**src/rtl/pwmx_pkg.sv**
```systemverilog
// Package: shared field layout, register geometry and divide-code decoding
// for the two-channel pulse-width generator. Assumes a 4-bit divide code.
package pwmx_pkg;

    localparam int FIELD_W      = 10;  // bits per channel control field
    localparam int FIELD_STRIDE = 15;  // bit distance between channel fields
    localparam int READY_BASE   = 28;  // bit of channel 0 ready flag
    localparam int CODE_W       = 4;
    localparam int DIV_W        = 17;  // wide enough for the largest ratio

    typedef struct packed {
        logic              byp;    // bit 9
        logic              spare1; // bit 8, stored only
        logic              spare0; // bit 7, stored only
        logic              gate;   // bit 6
        logic              lvl;    // bit 5
        logic              en;     // bit 4
        logic [CODE_W-1:0] code;   // bits 3:0
    } chan_ctrl_t;

    // Map a divide code to its ratio; zero marks an invalid code.
    function automatic logic [DIV_W-1:0] code_to_div(input logic [CODE_W-1:0] c);
        logic [DIV_W-1:0] r;
        case (c)
            4'd0:    r = DIV_W'(120);
            4'd1:    r = DIV_W'(180);
            4'd2:    r = DIV_W'(240);
            4'd3:    r = DIV_W'(360);
            4'd4:    r = DIV_W'(480);
            4'd8:    r = DIV_W'(12000);
            4'd9:    r = DIV_W'(24000);
            4'd10:   r = DIV_W'(36000);
            4'd11:   r = DIV_W'(48000);
            4'd12:   r = DIV_W'(72000);
            4'd15:   r = DIV_W'(1);
            default: r = '0;
        endcase
        return r;
    endfunction

endpackage

```
**src/rtl/pwmx_prescale.sv**
```systemverilog
// Tick divider: emits one tick every div cycles while clear is low.
// Assumes div is held stable while clear is low; div of zero gives no ticks.
module pwmx_prescale #(
    parameter int DIV_W = 17
) (
    input  logic             clk,
    input  logic             rst_n,
    input  logic             clear,
    input  logic [DIV_W-1:0] div,
    output logic             tick
);

    logic [DIV_W-1:0] pc;

    // Tick when the phase counter reaches the last cycle of a step.
    assign tick = !clear && (div != '0) && (pc == div - 1'b1);

    // Phase counter: held at zero while cleared, wraps on each tick.
    always_ff @(posedge clk) begin
        if (!rst_n || clear) begin
            pc <= '0;
        end else if (tick) begin
            pc <= '0;
        end else begin
            pc <= pc + 1'b1;
        end
    end

    // A ratio above one never gives two ticks in a row.
    assert_tick_gap_R7: assert property (@(posedge clk) disable iff (!rst_n)
        (tick && div > DIV_W'(1) && !clear) |=> !tick);

endmodule

```
**src/rtl/pwmx_channel.sv**
```systemverilog
// One output channel: control field, shadowed period/duty word, divide-code
// capture, period counter and pin drive. Assumes the module clock is also
// the source that is divided and that bypass may put it on the pin.
module pwmx_channel
    import pwmx_pkg::*;
#(
    parameter int CNT_W = 16
) (
    input  logic                 clk,
    input  logic                 rst_n,
    input  logic                 ctrl_we,
    input  chan_ctrl_t           wr_field,
    input  logic                 prd_we,
    input  logic [2*CNT_W-1:0]   prd_wdata,
    output chan_ctrl_t           fld,
    output logic [2*CNT_W-1:0]   prd_shadow,
    output logic                 pending,
    output logic                 pin
);

    logic [CODE_W-1:0]  code_eff;
    logic [2*CNT_W-1:0] cur;
    logic [CNT_W-1:0]   cnt;
    logic [DIV_W-1:0]   div;
    logic [CNT_W-1:0]   prd_cur;
    logic [CNT_W-1:0]   duty_cur;
    logic               run;
    logic               tick;
    logic               wrap;
    logic               load;
    logic               active;

    assign prd_cur  = cur[2*CNT_W-1:CNT_W];
    assign duty_cur = cur[CNT_W-1:0];
    assign div      = code_to_div(code_eff);
    assign run      = fld.en && fld.gate && (div != '0);
    assign wrap     = run && tick && (cnt >= prd_cur);
    assign load     = pending && (!run || wrap);
    assign active   = run && (cnt < duty_cur);

    // Control field register, written from the shared control word.
    always_ff @(posedge clk) begin
        if (!rst_n) begin
            fld <= '0;
        end else if (ctrl_we) begin
            fld <= wr_field;
        end
    end

    // Divide code in use: taken only while the stored gate bit is off.
    always_ff @(posedge clk) begin
        if (!rst_n) begin
            code_eff <= '0;
        end else if (ctrl_we && !fld.gate) begin
            code_eff <= wr_field.code;
        end
    end

    // Shadow, pending flag and working copy of the period/duty word.
    always_ff @(posedge clk) begin
        if (!rst_n) begin
            prd_shadow <= '0;
            pending    <= 1'b0;
            cur        <= '0;
        end else begin
            if (load) begin
                cur <= prd_shadow;
            end
            if (prd_we) begin
                prd_shadow <= prd_wdata;
                pending    <= 1'b1;
            end else if (load) begin
                pending <= 1'b0;
            end
        end
    end

    // Period counter: steps on each tick, restarts at the period end.
    always_ff @(posedge clk) begin
        if (!rst_n || !run) begin
            cnt <= '0;
        end else if (tick) begin
            cnt <= (cnt >= prd_cur) ? '0 : cnt + 1'b1;
        end
    end

    pwmx_prescale #(.DIV_W(DIV_W)) u_div (
        .clk   (clk),
        .rst_n (rst_n),
        .clear (!run),
        .div   (div),
        .tick  (tick)
    );

    // Pin drive: raw clock in bypass, else the level chosen by the counter.
    always_comb begin
        if (fld.byp) begin
            pin = clk;
        end else begin
            pin = active ? fld.lvl : !fld.lvl;
        end
    end

    // The counter never passes the period limit while running.
    assert_cnt_in_range_R3: assert property (@(posedge clk) disable iff (!rst_n)
        run |-> (cnt <= prd_cur));

    // The working copy changes only at a period end or while stopped.
    assert_load_on_boundary_R10: assert property (@(posedge clk) disable iff (!rst_n)
        !$stable(cur) |-> $past(!run || wrap));

    // A stopped channel takes a pending value in the next cycle.
    assert_ready_drops_R10: assert property (@(posedge clk) disable iff (!rst_n)
        (pending && !run && !prd_we) |=> !pending);

    // The code in use stays put while the gate stays on.
    assert_code_frozen_R9: assert property (@(posedge clk) disable iff (!rst_n)
        (fld.gate && $past(fld.gate)) |-> $stable(code_eff));

    // A stopped channel restarts its period count from zero.
    assert_stop_restarts_R6: assert property (@(posedge clk) disable iff (!rst_n)
        !run |=> (cnt == '0));

endmodule

```
**src/rtl/pwmx_dual.sv**
```systemverilog
// Top: register port decode, read-back assembly and the channel array.
// Assumes word-aligned accesses; 15-bit field spacing fits two channels
// below the ready flags.
module pwmx_dual
    import pwmx_pkg::*;
#(
    parameter int NCH    = 2,
    parameter int CNT_W  = 16,
    parameter int ADDR_W = 4
) (
    input  logic              clk,
    input  logic              rst_n,
    input  logic              reg_we,
    input  logic [ADDR_W-1:0] reg_addr,
    input  logic [31:0]       reg_wdata,
    output logic [31:0]       reg_rdata,
    output logic [NCH-1:0]    pwm_out
);

    localparam int WORD_W = ADDR_W - 2;
    localparam int PRD_W  = 2 * CNT_W;

    logic [WORD_W-1:0] word;
    logic              aligned;
    logic              ctrl_we;
    logic [NCH-1:0]    prd_we;
    logic [NCH-1:0]    pend;
    chan_ctrl_t        fld    [NCH];
    logic [PRD_W-1:0]  shadow [NCH];

    assign word    = reg_addr[ADDR_W-1:2];
    assign aligned = (reg_addr[1:0] == 2'b00);
    assign ctrl_we = reg_we && aligned && (word == '0);

    for (genvar g = 0; g < NCH; g++) begin : g_ch
        assign prd_we[g] = reg_we && aligned && (word == WORD_W'(g + 1));

        pwmx_channel #(.CNT_W(CNT_W)) u_ch (
            .clk        (clk),
            .rst_n      (rst_n),
            .ctrl_we    (ctrl_we),
            .wr_field   (chan_ctrl_t'(reg_wdata[g*FIELD_STRIDE +: FIELD_W])),
            .prd_we     (prd_we[g]),
            .prd_wdata  (reg_wdata[PRD_W-1:0]),
            .fld        (fld[g]),
            .prd_shadow (shadow[g]),
            .pending    (pend[g]),
            .pin        (pwm_out[g])
        );
    end

    // Read-back: control word with ready flags, or one period/duty word.
    always_comb begin
        reg_rdata = '0;
        if (aligned) begin
            if (word == '0) begin
                for (int n = 0; n < NCH; n++) begin
                    reg_rdata[n*FIELD_STRIDE +: FIELD_W] = fld[n];
                    reg_rdata[READY_BASE + n]            = pend[n];
                end
            end else begin
                for (int n = 0; n < NCH; n++) begin
                    if (word == WORD_W'(n + 1)) begin
                        reg_rdata = 32'(shadow[n]);
                    end
                end
            end
        end
    end

endmodule

```
**config.mk**
```make
export PLATFORM = sky130hd
export DESIGN_NAME = pwmx_dual
export DESIGN_NICKNAME = d
export VERILOG_FILES = /design/src/rtl/pwmx_pkg.sv /design/src/rtl/pwmx_prescale.sv /design/src/rtl/pwmx_channel.sv /design/src/rtl/pwmx_dual.sv
export SDC_FILE = /design/constraint.sdc
export NUM_CORES = 1
export LEC_CHECK = 0
export ABC_AREA = 0
export CORE_UTILIZATION = 50
export CTS_CLUSTER_SIZE = 20
export DETAILED_ROUTE_END_ITERATION = 8
export PLACE_DENSITY = 0.7
export SLEW_MARGIN = 20
export SYNTH_ARGS = -nofsm -noshare
export SYNTH_HDL_FRONTEND = slang
export SYNTH_SLANG_ARGS = --single-unit
```
**constraint.sdc**
```tcl
create_clock -name clk -period 5.4 [get_ports clk]
set_clock_uncertainty 0.05 [all_clocks]
set_input_delay 0.81 -clock clk [delete_from_list [all_inputs] [get_ports clk]]
set_output_delay 0.81 -clock clk [all_outputs]
set_load 0.01 [all_outputs]
```
==> results.yml, run 1 <==
yosys:
  synth_compound_area_share_pct: 13.4
  synth_top_family_by_area: "simple AND/OR/NAND/NOR gates"
  synth_nets: 1727
  syn_area_um2: 13100
  yosysWarningCount: 0
  synthCells: 1612
  muxShareOfSynthArea_pct: 5.28
  yosys.area_share.adder_pct: 7.27
  synth_xor_area_share_pct: 6.13
  yosys.area_share.simple_pct: 23.8
  ys.flop_type: "dfxtp_1"
  async_flop_share_pct: 0
  synth.distinct_cells: 66
  ys_ff_latch: 254
  syn_area_per_cell_um2: 8.12
  yosysSeqAreaShare_pct: 38.9
  synth_edf_count: 0
sta:
  rsz0062_at_grt: "false"
  hold_viol_final: 0
  maxSlewHeadroom_pct: 35.2
  drv_slew: 0
  setup_viol: 0
  tightest_slew_ps: 973
  fin_tns_setup_ps: 0
floorplanning:
  core.rowCount: 58
  io_pins: 73
  die_height_um: 164
  initial_utilization_pct: 51.5
  chipWidth_um: 164
  core-area_um2: 25400
  fp.dieArea_um2: 26800
worst_setup_path:
  critPathSlowestCell: "clkdlybuf4s50_1"
  slowest_delay_ps: 480
  cp.arrival_ps: 3630
  cp_common_cell: "clkbuf_16"
  path_buf_inv: 3
  crit_family: "buffers and inverters"
  crit_type: "clk -> out"
  worstSetupEndpointType: "primary output"
  cp_cell_sequence: "clkbuf_16 > clkbuf_16 > nor2b_1 > nor3_1 > clkdlybuf4s50_1"
  critPathLaunchType: "clock port"
  critical_path_required_ps: 4540
  cp_max_fo: 2
final_layout:
  mostFrequentLayoutCells: "305 x nand2_1, 254 x dfxtp_1, 156 x nor2_1, 92 x inv_1, 89 x a21boi_0"
  fin_area_um2: 15100
  finish.net_count: 1759
  area_growth_pct: 15.2
  antenna_cells: 0
  layout_commonest_cell: "nand2_1"
  final_layout_size_suffix_gt1_share_pct: 5.05
power_and_ir_drop:
  p_leak_nw: 5.62
  power_density_nw_per_um2: 280
  vdd_drop_max_uv: 230
  power.total_mw: 4.22
clock_tree:
  cts_tree: "yes"
  ctsResizeCount: 0
  clock_latency_ps: 670
  cts_hold_buf: 0
  cts.reportedPaths.clkPinSlew_ps: 60
  cts_setup_buffers: 0
placement:
  dp_hpwl_mm: 23.3
  place_area_um2: 14000
  gp_congestion: 0.899
  io_buffers: 72
global_routing:
  grt_first_pass_wirelength_mm: 53.6
  grt_overflow: 0
  grt_pass1_vias: 10355
  grt_use_total_pct: 25.0
  grt_max_degree: 101
  antenna_found_initial: 0
routing:
  wl_per_cell_um: 16.4
  top_layer: "met4"
  drc: 0
  drt-initial-drc-count: 808
  drt_pass1_iterations: 5
  num_vias: 10950
  wl_met3_mm: 1.87
  wl_met1_mm: 15.5
  route.met2.wl_mm: 14.7
  vias_per_cell: 5.49
  wl_mm: 32.7
  drtAntennaViolNets: 0
flow_run:
  cap_viol_max_count: 0
run_status:
  status: "completed"
worst_hold_path:
  hold_class: "reg -> reg"
report_power, final:
group	switching [mW]	internal, mW	leakage (nW)	total [mW]
clock	0.818	1.35	0.539	2.16
sequential	0.0138	1.89	2.05	1.90
combinational	0.0939	0.0630	3.04	0.157
worst register-to-register path, stage by stage (launching register included):
cell	delay, ps
dfxtp_1	370
nor4_2	750
nand3_1	160
a2111oi_0	440
a211o_1	370
nor4bb_2	350
buf_4	240
a31o_2	410
buf_4	420
nand3_1	160
o21ai_0	110
worst paths after layout:
kind,to,cells past startpoint,slack (ps),start
max,pwm_out[1],5,910,clk
max reg2reg,g_ch[1].u_ch.cur[3],10,1490,g_ch[1].u_ch.div[3]
min reg2reg,g_ch[1].u_ch.cur[13],2,410,g_ch[1].u_ch.cur[13]
min,g_ch[1].u_ch.cur[13],2,410,g_ch[1].u_ch.cur[13]
routing by layer:
layer / vias up / track usage [%]
met4: 0 / 7.58
met5: - / 0
met3: 56 / 3.74
met1: 5089 / 35.1
li1: 5506 / -
met2: 299 / 39.3
cell type report:
cell class,count,area [um^2]
multi-input combinational,1179,7320
timing repair buffer,83,800
tap,330,413
inverter,92,345
clock buffer,45,953
fill,2268,10300
clock inverter,12,153
sequential,254,5080
logic make-up (layout without fill, tap and decap cells):
| logic type | Yosys count | after routing |
|---|---|---|
| fa+ha+maj | 76 | 76 |
| compound gates | 264 | 264 |
| buf+inv | 179 | 232 |
| mux | 69 | 69 |
| simple gates | 680 | 680 |
| flops | 254 | 254 |
| xor+xnor | 90 | 90 |
synth_stat cells, drive strengths merged, types with 2 or more instances:
master | number | share of area [%]
a21oi | 52 | 2.0
a21o | 25 | 1.4
o31ai | 4 | 0.23
o211ai | 3 | 0.17
inv | 92 | 2.6
xor2 | 52 | 3.5
or4 | 7 | 0.43
o22ai | 2 | 0.096
nor2b | 9 | 0.43
a2111oi | 3 | 0.20
o31a | 2 | 0.13
dfxtp | 254 | 39
a41oi | 2 | 0.13
mux2i | 69 | 5.3
nand3 | 68 | 2.6
or3 | 9 | 0.47
nand2 | 305 | 8.8
buf | 14 | 0.55
nor4bb | 3 | 0.23
nor4 | 12 | 0.62
nor4b | 4 | 0.32
or2 | 3 | 0.14
o311ai | 2 | 0.13
o21ai | 50 | 1.9
clkbuf | 73 | 2.1
nor3 | 17 | 0.85
and2 | 6 | 0.29
ha | 76 | 7.3
nand4 | 34 | 1.6
a22oi | 10 | 0.57
nor2 | 156 | 4.5
xnor2 | 37 | 2.5
a21boi | 89 | 5.1
nand4b | 2 | 0.13
and3 | 15 | 0.72
a211oi | 3 | 0.17
o21a | 3 | 0.17
and3b | 2 | 0.13
and4 | 6 | 0.40
a31oi | 3 | 0.14
nand2b | 15 | 0.72
nor3b | 6 | 0.34
per-stage QoR:
step / util [%] / hold WS (ps) / std cells / setup slack, ps
after global placement: 55.1 / 395 / 1940 / 1250
final: 59.3 / 408 / 1995 / 911
after floorplan: - / 386 / 1612 / 1580
after detailed placement: 55.1 / 403 / 1940 / 1250
after CTS: 59.3 / 413 / 1995 / 896
after global routing: 59.3 / 424 / 1995 / 847
state kept, by name, summed over array words and instances, names as in the netlist:
name and count:
g_ch.u_ch.prd_shadow 64, g_ch.u_ch.code_eff 8, g_ch.u_ch.u_div.pc 34, g_ch.u_ch.pending 2, g_ch.u_ch.div 30, g_ch.u_ch.cnt 32, g_ch.u_ch.fld 20, g_ch.u_ch.cur 64
Power figures use the tool's default switching activity.
==> inputs of run 2 (changes only) <==
Clock period 5.4 ns to 4.3 ns, I/O delays scaled along.
==> run 2 against run 1 <==
Compared with the run above:
- global-route usage about the same
- register-to-register slack got worse by 910 ps
- largest power group unchanged
- power increased by 24%
- clock power increased by 22%
- final cell count increased by 0.40%
- critical path depth increased by 4
- worst setup slack got worse by 620 ps
- critical endpoint unchanged
- sequential power increased by 26%
- clock-buffer cell count increased by 4
- combinational power increased by 30%
==> results.yml, run 2 (same netlist as run 1, synthesis figures left out) <==
clock_tree:
  ctsResizeCount: 0
  cts_hold_buf: 0
  cts.reportedPaths.clkPinSlew_ps: 60
  cts_setup_buffers: 0
  cts_tree: "yes"
  clock_latency_ps: 650
routing:
  drt-initial-drc-count: 776
  drc: 0
  wl_per_cell_um: 16.6
  drt_pass1_iterations: 5
  num_vias: 11143
  vias_per_cell: 5.56
  wl_mm: 33.3
  drtAntennaViolNets: 0
worst_setup_path:
  crit_start: "g_ch[1].u_ch.cnt[1]"
  critPathCapture: "pwm_out[1]"
  worstSetupEndpointType: "primary output"
  reg2reg_depth: 10
  cp.arrival_ps: 3310
  cp_max_fo: 5
  r2r_slack_ps: 580
  r2r_end: "g_ch[1].u_ch.cur[6]"
  r2r_start: "g_ch[1].u_ch.div[3]"
  critical_path_required_ps: 3610
  crit_type: "reg -> out"
  critPathLaunchType: "register"
final_layout:
  final_layout_size_suffix_gt1_share_pct: 5.26
  ff_latch_area_um2: 5080
  mostFrequentLayoutCells: "305 x nand2_1, 254 x dfxtp_1, 156 x nor2_1, 92 x inv_1, 89 x a21boi_0"
  largestRegisters: "g_ch.u_ch.cur x64, g_ch.u_ch.prd_shadow x64, g_ch.u_ch.u_div.pc x34"
  post-route-util_pct: 59.5
  area_growth_pct: 15.5
  finish.net_count: 1767
  layout_commonest_cell: "nand2_1"
  multi_input_area_um2: 7320
  nFillCells: 2268
sta:
  setup_viol: 0
  maxSlewHeadroom_pct: 36.1
  min_period_over_period_pct: 93.2
  hold_viol_final: 0
  fin_tns_setup_ps: 0
  tightest_slew_ps: 958
  min_period_ps: 4010
  fin_hold_ws_ps: 407
  rsz0062_at_grt: "false"
  drv_slew: 0
  max_freq_mhz: 249
power_and_ir_drop:
  power_density_nw_per_um2: 346
  swShare_pct: 21.5
  combPwrFrac_pct: 3.9
  switching_power_mw: 1.12
  power.total_mw: 5.23
  p_leak_nw: 5.67
  vdd_drop_max_uv: 272
  p_seq_share_pct: 45.6
  internal_power_mw: 4.11
  clkPwrFrac_pct: 50.5
worst_hold_path:
  whs_path_depth: 2
  hold_class: "reg -> reg"
global_routing:
  grt_pass1_vias: 10336
  grt_first_pass_wirelength_mm: 53.5
  antenna_found_initial: 1
  grt_max_degree: 90
  grt_use_total_pct: 25.0
  grt_overflow: 0
run_status:
  status: "completed"
floorplanning:
  chipWidth_um: 164
  core-area_um2: 25400
  die_height_um: 164
  core.rowCount: 58
  io_pins: 73
  fp.dieArea_um2: 26800
  initial_utilization_pct: 51.5
placement:
  gp_congestion: 0.885
  dp_hpwl_mm: 23.9
  io_buffers: 72
flow_run:
  cap_viol_max_count: 0
-- run 2: changes by cell type in the layout (fill, tap and decap cells not counted), sizes merged --
cell / delta
clkinvlp: -4
clkbuf: +4
buf: +8
diode: +1
bufinv: -1
-- run 2: cell type report --
type | instances | area share, %
Antenna cell | 1 | 0.0166
Tap cell | 330 | 2.73
Clock buffer | 49 | 6.54
Inverter | 92 | 2.29
Multi-Input combinational cell | 1179 | 48.4
Clock inverter | 7 | 0.563
Timing Repair Buffer | 91 | 5.77
Sequential cell | 254 | 33.6
-- run 2: routing by layer --
layer | vias to the layer above | global-route usage [%] | share of wire, %
li1 | 5517 | - | -
met1 | 5225 | 34.9 | 47
met2 | 342 | 39.8 | 44
met3 | 59 | 3.38 | 6.1
met4 | 0 | 7.58 | 2.4
met5 | - | 0 | 0
-- run 2: how the worst min path moves through the flow --
stage	end	slack (ps)	startpoint
finish	g_ch[0].u_ch.cur[22]	410	g_ch[0].u_ch.cur[22]
global route	g_ch[1].u_ch.cur[14]	420	g_ch[1].u_ch.cur[14]
CTS	g_ch[0].u_ch.div[5]	410	rst_n
detailed placement	g_ch[0].u_ch.cur[8]	400	g_ch[0].u_ch.cur[8]
global placement	g_ch[1].u_ch.cur[26]	400	g_ch[1].u_ch.cur[26]
floorplan	g_ch[1].u_ch.cur[10]	390	g_ch[1].u_ch.cur[10]
-- run 2: power groups by stage --
stage | sequential (mW) | clock, mW | combinational, mW
after floorplan | 2.43 | 0.00241 | 0.114
after global placement | 2.44 | 0.00278 | 0.197
after detailed placement | 2.44 | 0.00278 | 0.199
after CTS | 2.39 | 2.68 | 0.201
after global routing | 2.39 | 2.79 | 0.217
final | 2.39 | 2.64 | 0.204
-- run 2: stage by stage --
| stage | setup WS [ps] | cells | cell area, um^2 |
|---|---|---|---|
| after CTS | 247 | 2002 | 15100 |
| after global placement | 438 | 1948 | 14100 |
| after detailed placement | 299 | 1948 | 14100 |
| final | 291 | 2003 | 15100 |
| after global routing | 125 | 2003 | 15100 |
| after floorplan | 1150 | 1612 | 13100 |
-- run 2: worst max-delay path: stages (launching register included) --
cell and delay, ps:
dfxtp_1 440, ha_1 270, a21o_1 150, a21o_1 160
a21oi_1 130, o21ai_0 140, a31oi_1 340, mux2i_1 140
nor3_1 310, clkdlybuf4s50_1 600
==> inputs of run 3 (changes only) <==
Settings changed: PLACE_DENSITY 0.7 to default, PLACE_DENSITY_LB_ADDON from default to 0.25.
==> run 3 against run 2 <==
Compared with the run above:
- critical path depth is 2 lower
- critical path type unchanged
- final area hardly changed
- power is 0.19% lower
- critical endpoint unchanged
==> results.yml, run 3 (same netlist as run 1, synthesis figures left out) <==
run_status:
  status: "completed"
worst_setup_path:
  cp_cell_sequence: "or4_1 > nor3_1 > a31oi_1 > nand3_1 > mux2i_1 > nor3_1 > clkdlybuf4s50_1"
  reg2reg_depth: 11
  worstSetupEndpointType: "primary output"
  critPathSlowestCell: "or4_1"
  crit_type: "reg -> out"
  critPathCapture: "pwm_out[1]"
  r2r_slack_ps: 570
  critPathLaunchType: "register"
  critical_path_required_ps: 3610
  crit_start: "g_ch[1].u_ch.div[8]"
  cp_common_cell: "nor3_1"
  cp.arrival_ps: 3320
  slowest_delay_ps: 570
  cp_max_fo: 8
  r2r_end: "g_ch[0].u_ch.cnt[15]"
  r2r_start: "g_ch[0].u_ch.div[0]"
sta:
  fin_hold_ws_ps: 360
  min_period_ps: 4010
  tightest_slew_ps: 968
  finalWorstSetupSlack_ps: 288
  hold_viol_final: 0
  rsz0062_at_grt: "false"
  max_freq_mhz: 249
  maxSlewHeadroom_pct: 35.4
  drv_slew: 0
  fin_tns_setup_ps: 0
  setup_viol: 0
  min_period_over_period_pct: 93.3
global_routing:
  grt_pass1_vias: 10562
  grt_overflow: 0
  grt_max_degree: 83
  grt_first_pass_wirelength_mm: 54.5
  grt_use_total_pct: 25.5
  antenna_found_initial: 0
routing:
  drt-initial-drc-count: 960
  vias_per_cell: 5.58
  num_vias: 11160
  drc: 0
  drt_pass1_iterations: 5
  wl_mm: 33.6
  drtAntennaViolNets: 0
  wl_per_cell_um: 16.8
power_and_ir_drop:
  power.total_mw: 5.22
  p_leak_nw: 5.67
  vdd_drop_max_uv: 278
  power_density_nw_per_um2: 346
floorplanning:
  io_pins: 73
  fp.dieArea_um2: 26800
  die_height_um: 164
  chipWidth_um: 164
  core.rowCount: 58
  initial_utilization_pct: 51.5
  core-area_um2: 25400
final_layout:
  largestRegisters: "g_ch.u_ch.cur x64, g_ch.u_ch.prd_shadow x64, g_ch.u_ch.u_div.pc x34"
  mostFrequentLayoutCells: "305 x nand2_1, 254 x dfxtp_1, 156 x nor2_1, 92 x inv_1, 89 x a21boi_0"
  multi_input_area_um2: 7330
  layout_commonest_cell: "nand2_1"
  nFillCells: 2255
  finish.net_count: 1767
  antenna_cells: 0
  fin_cells: 2001
  area_growth_pct: 15.4
  final_layout_size_suffix_gt1_share_pct: 5.15
  fin_area_um2: 15100
  ff_latch_area_um2: 5080
  post-route-util_pct: 59.4
clock_tree:
  cts_tree: "yes"
  clock_latency_ps: 660
  cts.reportedPaths.clkPinSlew_ps: 60
  cts_setup_buffers: 0
worst_hold_path:
  hold_class: "in -> reg"
  hold_start: "rst_n"
flow_run:
  cap_viol_max_count: 0
placement:
  io_buffers: 72
  dp_hpwl_mm: 24.2
  place_ws_ps: 346
  gp_congestion: 0.899
  placed_cells: 1948
  place_area_um2: 14100
==> run 3: final cells by class <==
cell class | instances | share of cell area (%)
clock inverters | 7 | 0.588
repair buffers | 91 | 5.78
clock buffers | 48 | 6.39
inverters | 92 | 2.29
well taps | 330 | 2.73
multi-input cells | 1179 | 48.5
flip-flops and latches | 254 | 33.7
==> run 3: worst min-delay path by stage <==
| stage | end | slack, ps | depth (start not counted) |
|---|---|---|---|
| 2_1_floorplan | g_ch[1].u_ch.cur[10] | 390 | 2 |
| 3_3_place_gp | g_ch[1].u_ch.cur[30] | 400 | 2 |
| 3_5_place_dp | g_ch[1].u_ch.cur[26] | 400 | 2 |
| 4_1_cts | g_ch[0].u_ch.div[5] | 340 | 2 |
| 5_1_grt | g_ch[0].u_ch.div[5] | 390 | 2 |
| 6_report | g_ch[0].u_ch.div[5] | 360 | 2 |
==> run 3: power breakdown <==
group          internal [mW]  total, mW  leakage (nW)  switching, mW
logic                 0.0814      0.204          3.09          0.122
clock network           1.62       2.63         0.527           1.01
registers               2.37       2.39          2.05         0.0180
total                   4.07       5.22          5.67           1.15
==> run 3: critical path: cells and delay by family, from the launching register on <==
kind                   cells  cell delay, ps
buffers and inverters      1             570
AO/OA/AOI/OAI              1             360
multiplexers               1              80
flip-flops                 1             360
AND/OR/NAND/NOR            4            1290
==> run 3: per-layer routing <==
metal	vias up	GRT usage (%)	routed length, um
li1	5531	-	-
met5	-	0	0
met2	296	39.7	14800
met4	0	9.13	912
met3	73	3.71	1820
met1	5260	35.7	16100
==> run 3: timing repair <==
| item | CTS | global route |
|---|---|---|
| setup endpoints to repair | 0 | 2 |
| gates resized for setup | 0 | 1 |
| hold buffers | 0 | 0 |
